==> config.mk <==
export PLATFORM = sky130hd
export DESIGN_NAME = reload_timer
export DESIGN_NICKNAME = d
export VERILOG_FILES = /design/src/rtl/rtmr_pkg.sv /design/src/rtl/rtmr_prescale.sv /design/src/rtl/rtmr_channel.sv /design/src/rtl/reload_timer.sv
export SDC_FILE = /design/constraint.sdc
export NUM_CORES = 1
export LEC_CHECK = 0
export ABC_AREA = 1
export BUFFER_PORTS_ARGS = -buffer_cell sky130_fd_sc_hd__buf_4
export CAP_MARGIN = 10
export CORE_ASPECT_RATIO = 0.5
export CORE_MARGIN = 2
export CORE_UTILIZATION = 40
export DETAILED_ROUTE_END_ITERATION = 10
export GPL_TIMING_DRIVEN = 0
export PLACE_DENSITY = 0.67
export SYNTH_ARGS = -nofsm -noshare
export SYNTH_HDL_FRONTEND = slang
export SYNTH_HIERARCHICAL = 1
export SYNTH_SLANG_ARGS = --single-unit
==> constraint.sdc <==
create_clock -name clk -period 1.93 [get_ports clk]
set_input_delay 0.386 -clock clk [delete_from_list [all_inputs] [get_ports clk]]
set_output_delay 0.386 -clock clk [all_outputs]
set_load 0.01 [all_outputs]
==> src/rtl/rtmr_pkg.sv <==
package rtmr_pkg;
  localparam int DW         = 32;
  localparam int CTL_W      = 16;
  localparam int CTL_IE_BIT = 5;
  localparam int CTL_UF_BIT = 8;

  // byte lanes touched by an access of the given size at the given low address bits
  function automatic logic [3:0] lane_mask(input logic [1:0] size, input logic [1:0] lo);
    logic [3:0] m;
    case (size)
      2'd0:    m = 4'b0001 << lo;
      2'd1:    m = lo[1] ? 4'b1100 : 4'b0011;
      default: m = 4'b1111;
    endcase
    return m;
  endfunction

  function automatic logic [DW-1:0] merge_lanes(input logic [DW-1:0] old_v,
                                                input logic [DW-1:0] new_v,
                                                input logic [3:0]    m);
    logic [DW-1:0] r;
    for (int b = 0; b < 4; b++)
      r[8*b +: 8] = m[b] ? new_v[8*b +: 8] : old_v[8*b +: 8];
    return r;
  endfunction

  function automatic logic [DW-1:0] count_step(input logic [DW-1:0] cur,
                                               input logic [DW-1:0] reload);
    return (cur == '0) ? reload : cur - 1'b1;
  endfunction
endpackage

==> src/rtl/rtmr_prescale.sv <==
module rtmr_prescale #(
  parameter int DIV = 4
) (
  input  logic clk,
  input  logic rst_n,
  output logic tick_o
);
  localparam int PW = (DIV > 2) ? $clog2(DIV) : 1;

  logic [PW-1:0] phase_q;

  assign tick_o = (phase_q == PW'(DIV - 1));

  always_ff @(posedge clk or negedge rst_n) begin
    if (!rst_n)      phase_q <= '0;
    else if (tick_o) phase_q <= '0;
    else             phase_q <= phase_q + 1'b1;
  end
endmodule

==> src/rtl/rtmr_channel.sv <==
module rtmr_channel
  import rtmr_pkg::*;
(
  input  logic             clk,
  input  logic             rst_n,
  input  logic             tick_i,
  input  logic             run_i,
  input  logic [DW-1:0]    wdata_i,
  input  logic [3:0]       be_i,
  input  logic             rl_we_i,
  input  logic             cnt_we_i,
  input  logic             ctl_we_i,
  output logic [DW-1:0]    rl_o,
  output logic [DW-1:0]    cnt_o,
  output logic [CTL_W-1:0] ctl_o,
  output logic             flag_o,
  output logic             ie_o,
  output logic             uf_o,
  output logic             irq_o
);
  logic [DW-1:0] rl_q, cnt_q;
  logic          ie_q, flag_q;
  logic          step_w;

  assign step_w = run_i && tick_i && !cnt_we_i;
  assign uf_o   = step_w && (cnt_q == '0);

  always_ff @(posedge clk or negedge rst_n) begin
    if (!rst_n) begin
      rl_q  <= '1;
      cnt_q <= '1;
    end else begin
      if (rl_we_i)       rl_q  <= merge_lanes(rl_q, wdata_i, be_i);
      if (cnt_we_i)      cnt_q <= merge_lanes(cnt_q, wdata_i, be_i);
      else if (step_w)   cnt_q <= count_step(cnt_q, rl_q);
    end
  end

  always_ff @(posedge clk or negedge rst_n) begin
    if (!rst_n) begin
      ie_q   <= 1'b0;
      flag_q <= 1'b0;
    end else begin
      if (ctl_we_i && be_i[0]) ie_q <= wdata_i[CTL_IE_BIT];
      if (uf_o)                flag_q <= 1'b1;
      else if (ctl_we_i && be_i[1] && !wdata_i[CTL_UF_BIT]) flag_q <= 1'b0;
    end
  end

  always_comb begin
    ctl_o             = '0;
    ctl_o[CTL_IE_BIT] = ie_q;
    ctl_o[CTL_UF_BIT] = flag_q;
  end

  assign rl_o   = rl_q;
  assign cnt_o  = cnt_q;
  assign flag_o = flag_q;
  assign ie_o   = ie_q;
  assign irq_o  = flag_q && ie_q;
endmodule

==> src/rtl/reload_timer.sv <==
module reload_timer
  import rtmr_pkg::*;
#(
  parameter int NCH     = 3,
  parameter int PRE_DIV = 4,
  parameter int AW      = 8
) (
  input  logic              clk,
  input  logic              rst_n,
  input  logic              bus_we,
  input  logic [1:0]        bus_size,
  input  logic [AW-1:0]     bus_addr,
  input  logic [DW-1:0]     bus_wdata,
  output logic [DW-1:0]     bus_rdata,
  output logic [NCH-1:0]    irq
);
  localparam int WIN_W = AW - 4;

  logic [WIN_W-1:0]           win_w;
  logic [1:0]                 reg_w;
  logic [3:0]                 be_w;
  logic                       tick_w;
  logic [NCH-1:0]             run_q;
  logic [NCH-1:0]             uf_w, flag_w, ie_w;
  logic [NCH-1:0]             rl_we_w, cnt_we_w, ctl_we_w;
  logic [NCH-1:0][DW-1:0]     rl_all, cnt_all;
  logic [NCH-1:0][CTL_W-1:0]  ctl_all;

  assign win_w = bus_addr[AW-1:4];
  assign reg_w = bus_addr[3:2];
  assign be_w  = lane_mask(bus_size, bus_addr[1:0]);

  rtmr_prescale #(.DIV(PRE_DIV)) u_pre (
    .clk(clk), .rst_n(rst_n), .tick_o(tick_w)
  );

  always_ff @(posedge clk or negedge rst_n) begin
    if (!rst_n) run_q <= '0;
    else if (bus_we && win_w == '0 && reg_w == 2'd0 && be_w[0])
      run_q <= bus_wdata[NCH-1:0];
  end

  for (genvar c = 0; c < NCH; c++) begin : g_ch
    logic hit_w;
    assign hit_w       = bus_we && (win_w == WIN_W'(c + 1));
    assign rl_we_w[c]  = hit_w && reg_w == 2'd0;
    assign cnt_we_w[c] = hit_w && reg_w == 2'd1;
    assign ctl_we_w[c] = hit_w && reg_w == 2'd2;

    rtmr_channel u_ch (
      .clk(clk), .rst_n(rst_n), .tick_i(tick_w), .run_i(run_q[c]),
      .wdata_i(bus_wdata), .be_i(be_w),
      .rl_we_i(rl_we_w[c]), .cnt_we_i(cnt_we_w[c]), .ctl_we_i(ctl_we_w[c]),
      .rl_o(rl_all[c]), .cnt_o(cnt_all[c]), .ctl_o(ctl_all[c]),
      .flag_o(flag_w[c]), .ie_o(ie_w[c]), .uf_o(uf_w[c]), .irq_o(irq[c])
    );
  end

  always_comb begin
    bus_rdata = '0;
    if (win_w == '0 && reg_w == 2'd0) bus_rdata[NCH-1:0] = run_q;
    for (int c = 0; c < NCH; c++) begin
      if (win_w == WIN_W'(c + 1)) begin
        case (reg_w)
          2'd0:    bus_rdata = rl_all[c];
          2'd1:    bus_rdata = cnt_all[c];
          2'd2:    bus_rdata = {{(DW-CTL_W){1'b0}}, ctl_all[c]};
          default: bus_rdata = '0;
        endcase
      end
    end
  end
endmodule

==> run metrics <==
run status=complete, but fails checks; violations in the final reports=negative setup slack; Post-Synthesis Cells=2,542; starting utilization of the core area=40.9%; wire length of the first global-routing pass=93,800 um; area growth from synthesis to final layout=30.8%; setup repair after global routing missed its margin=true; Inserted Diodes=0; commonest cells after routing, fill and taps aside=sky130_fd_sc_hd__nand2_1, sky130_fd_sc_hd__buf_4, sky130_fd_sc_hd__inv_1; number of standard cells in the layout, taps in and fillers out=3,397; Post-Syn Area per Cell=6.31 um^2; ANT nets after route=0; detail-routed via count per cell=5.26; leakage=10.8 nW; nets=2,903; CP Cell Sequence=inv_2 -> o22ai_4 -> nand2_2 -> nand3_2 -> buf_6; DR vias=17,900; busiest metal layer after global routing=met2; commonest non-fill, non-tap cell in the layout=sky130_fd_sc_hd__nand2_1; combinational share of power=35.2%; type of the tightest min-delay check=in -> reg; minimum clock period=2020 ps; arrival time reported for the critical path endpoint=1640 ps; count of standard-cell rows=51; number of hold violations in the final report=0; placed cell count=3,192; number of slew-limit violations in the final report=0; share of final-layout standard cells stronger than drive strength 1=32.3%; total length of routed wires=62,800 um; width of the die=287 um; global-route track usage on met1=40.3%; core box area=0.0392 mm^2; Worst Max-Slew Pin Slew=849 ps; initial antenna violation count=1; headroom to the max-slew limit=43.4%; vias in the first global route=16,100; number of buffers created by CTS=23; die outline height=146 um; met2 demand-to-capacity share in global routing=43.0%; Critical Path Sink Type=output pin; post-route clock skew=27.0 ps; crit path launch type=flip-flop; global routing met3 resource utilization=8.54%; worst-skew pair later-pin latency=540 ps; part of the total power dissipated in the clock network=28.7%; full die area=0.0418 mm^2; overall global routing resource usage=28.7%; final critical-path setup slack=-91.4 ps; sw frac=37.5%; final setup vio count=30; Final Hold Slack=144 ps; final period utilization=105%; total of buffers placed on input and output ports=79; worst reg2reg path startpoint=u_pre/phase_q[0]; clock slew seen by the registers of the worst setup and hold paths=70 ps; Int Pwr=9.98 mW; startpoint of the most critical setup path=g_ch[1].u_ch/cnt_o[16]; max-cap violation count=0; peak per-stage delay on the critical path=550 ps; PD cells=762 mW/mm^2; upper clock frequency limit=0.495 GHz; Crit path required time=1540 ps; largest buffer count on any clock path=3; root buffer cell=sky130_fd_sc_hd__clkbuf_16; buffering stage count on the worst path with inverters included=2; DRC violation count after routing=0; maximum net fanout on the critical path=2; RePlAce Congestion=0.966; violation count after the first detailed-route iteration=2,075; post-detail-place hpwl=45,500 um; remaining global-route overflow=0; detailed-router iteration count before antenna repair=6; number of warning messages in the yosys log=6; DR WL/cell=18.5 um; total number of H-tree levels=1; category of cells accounting for the largest share of critical-path delay=flip-flops; Boundary Pins=80; Sinks on Clock Net=203; maximum vdd ir drop=0.000517 V; cell with the biggest individual delay on the critical path=sky130_fd_sc_hd__dfstp_2; net switching power=5.99 mW; start point of the worst hold path=bus_wdata[9]; TritonCTS clock tree=built; number of filler cells placed in the layout=3,728; type of the worst setup path=reg -> out; largest net degree at the start of global routing=105; sequential group share of total power=36.1%; Mapped Area=0.0160 mm^2
==> repair_timing <==
item / CTS / global route
hold endpoints to repair: 9 / 0
gates cloned: 0 / 6
resized for setup: 183 / 187
pin swaps: 63 / 67
endpoints found under the setup margin: 214 / 177
buffers inserted: 89 / 70
hold buffers: 1 / 0
==> layer usage <==
| layer | wire (um) | part of all wire [%] | vias to the layer above |
|---|---|---|---|
| met5 | 8 | 0.013 | - |
| met4 | 1660 | 2.6 | 2 |
| met3 | 7650 | 12 | 108 |
| met2 | 27200 | 43 | 923 |
| met1 | 26300 | 42 | 8336 |
| li1 | - | - | 8496 |
==> worst paths after layout <==
check / end / slack, ps / depth (start not counted)
max: bus_rdata[16] / -90 / 5
min: g_ch[0].u_ch/rl_o[9] / 140 / 3
max reg2reg: g_ch[1].u_ch/cnt_o[22] / 40 / 8
min reg2reg: u_pre/phase_q[0] / 450 / 1
max in group asynchronous: g_ch[1].u_ch/rl_o[22] / 420 / 3
min in group asynchronous: g_ch[2].u_ch/ie_o / 490 / 2
==> power groups by stage <==
stage          logic (mW)  registers (mW)  clock network (mW)
2_1_floorplan        3.37            5.71                   0
3_3_place_gp         4.32            5.99                   0
3_5_place_dp         4.42            5.99                   0
4_1_cts              5.15            5.75                4.61
5_1_grt              6.23            5.82                4.81
6_report             5.62            5.76                4.59
==> state kept, by name (all words and copies together), names as in the netlist <==
name,cells
g_ch.u_ch/cnt_o,96
g_ch.u_ch/rl_o,96
run_q,3
g_ch.u_ch/ie_o,3
u_pre/phase_q,2
g_ch.u_ch/flag_o,3
==> cell type report <==
cell class | count | area (um^2) | area share (%)
plain buffers | 131 | 1130 | 5.40
clock buffers | 34 | 657 | 3.13
clock inverters | 7 | 93.8 | 0.448
inverters | 268 | 1020 | 4.85
multi-input cells | 1977 | 9870 | 47.1
flip-flops and latches | 203 | 5320 | 25.4
well taps | 530 | 663 | 3.16
repair buffers | 247 | 2210 | 10.6
==> worst register-to-register path: cells and delay by family, from the launching register on <==
family          cells  cell delay, ps
compound gates      2             260
fa+ha+maj           1             490
buf+inv             2             350
flops               1             360
simple gates        3             390
==> metrics by stage <==
step	cell area (um^2)	util [%]	power [mW]	setup WS, ps	TNS (ps)
floorplan	16300	-	9.08	-33.0	-205
global placement	17600	44.8	10.3	-1160	-245320
detailed placement	17600	45.0	10.4	-882	-157630
CTS	19800	50.5	15.5	-98.3	-1250
global route	21000	53.5	16.9	-149	-2800
finish	21000	53.5	16.0	-91.4	-1400
(Power assumes the default switching activity.)
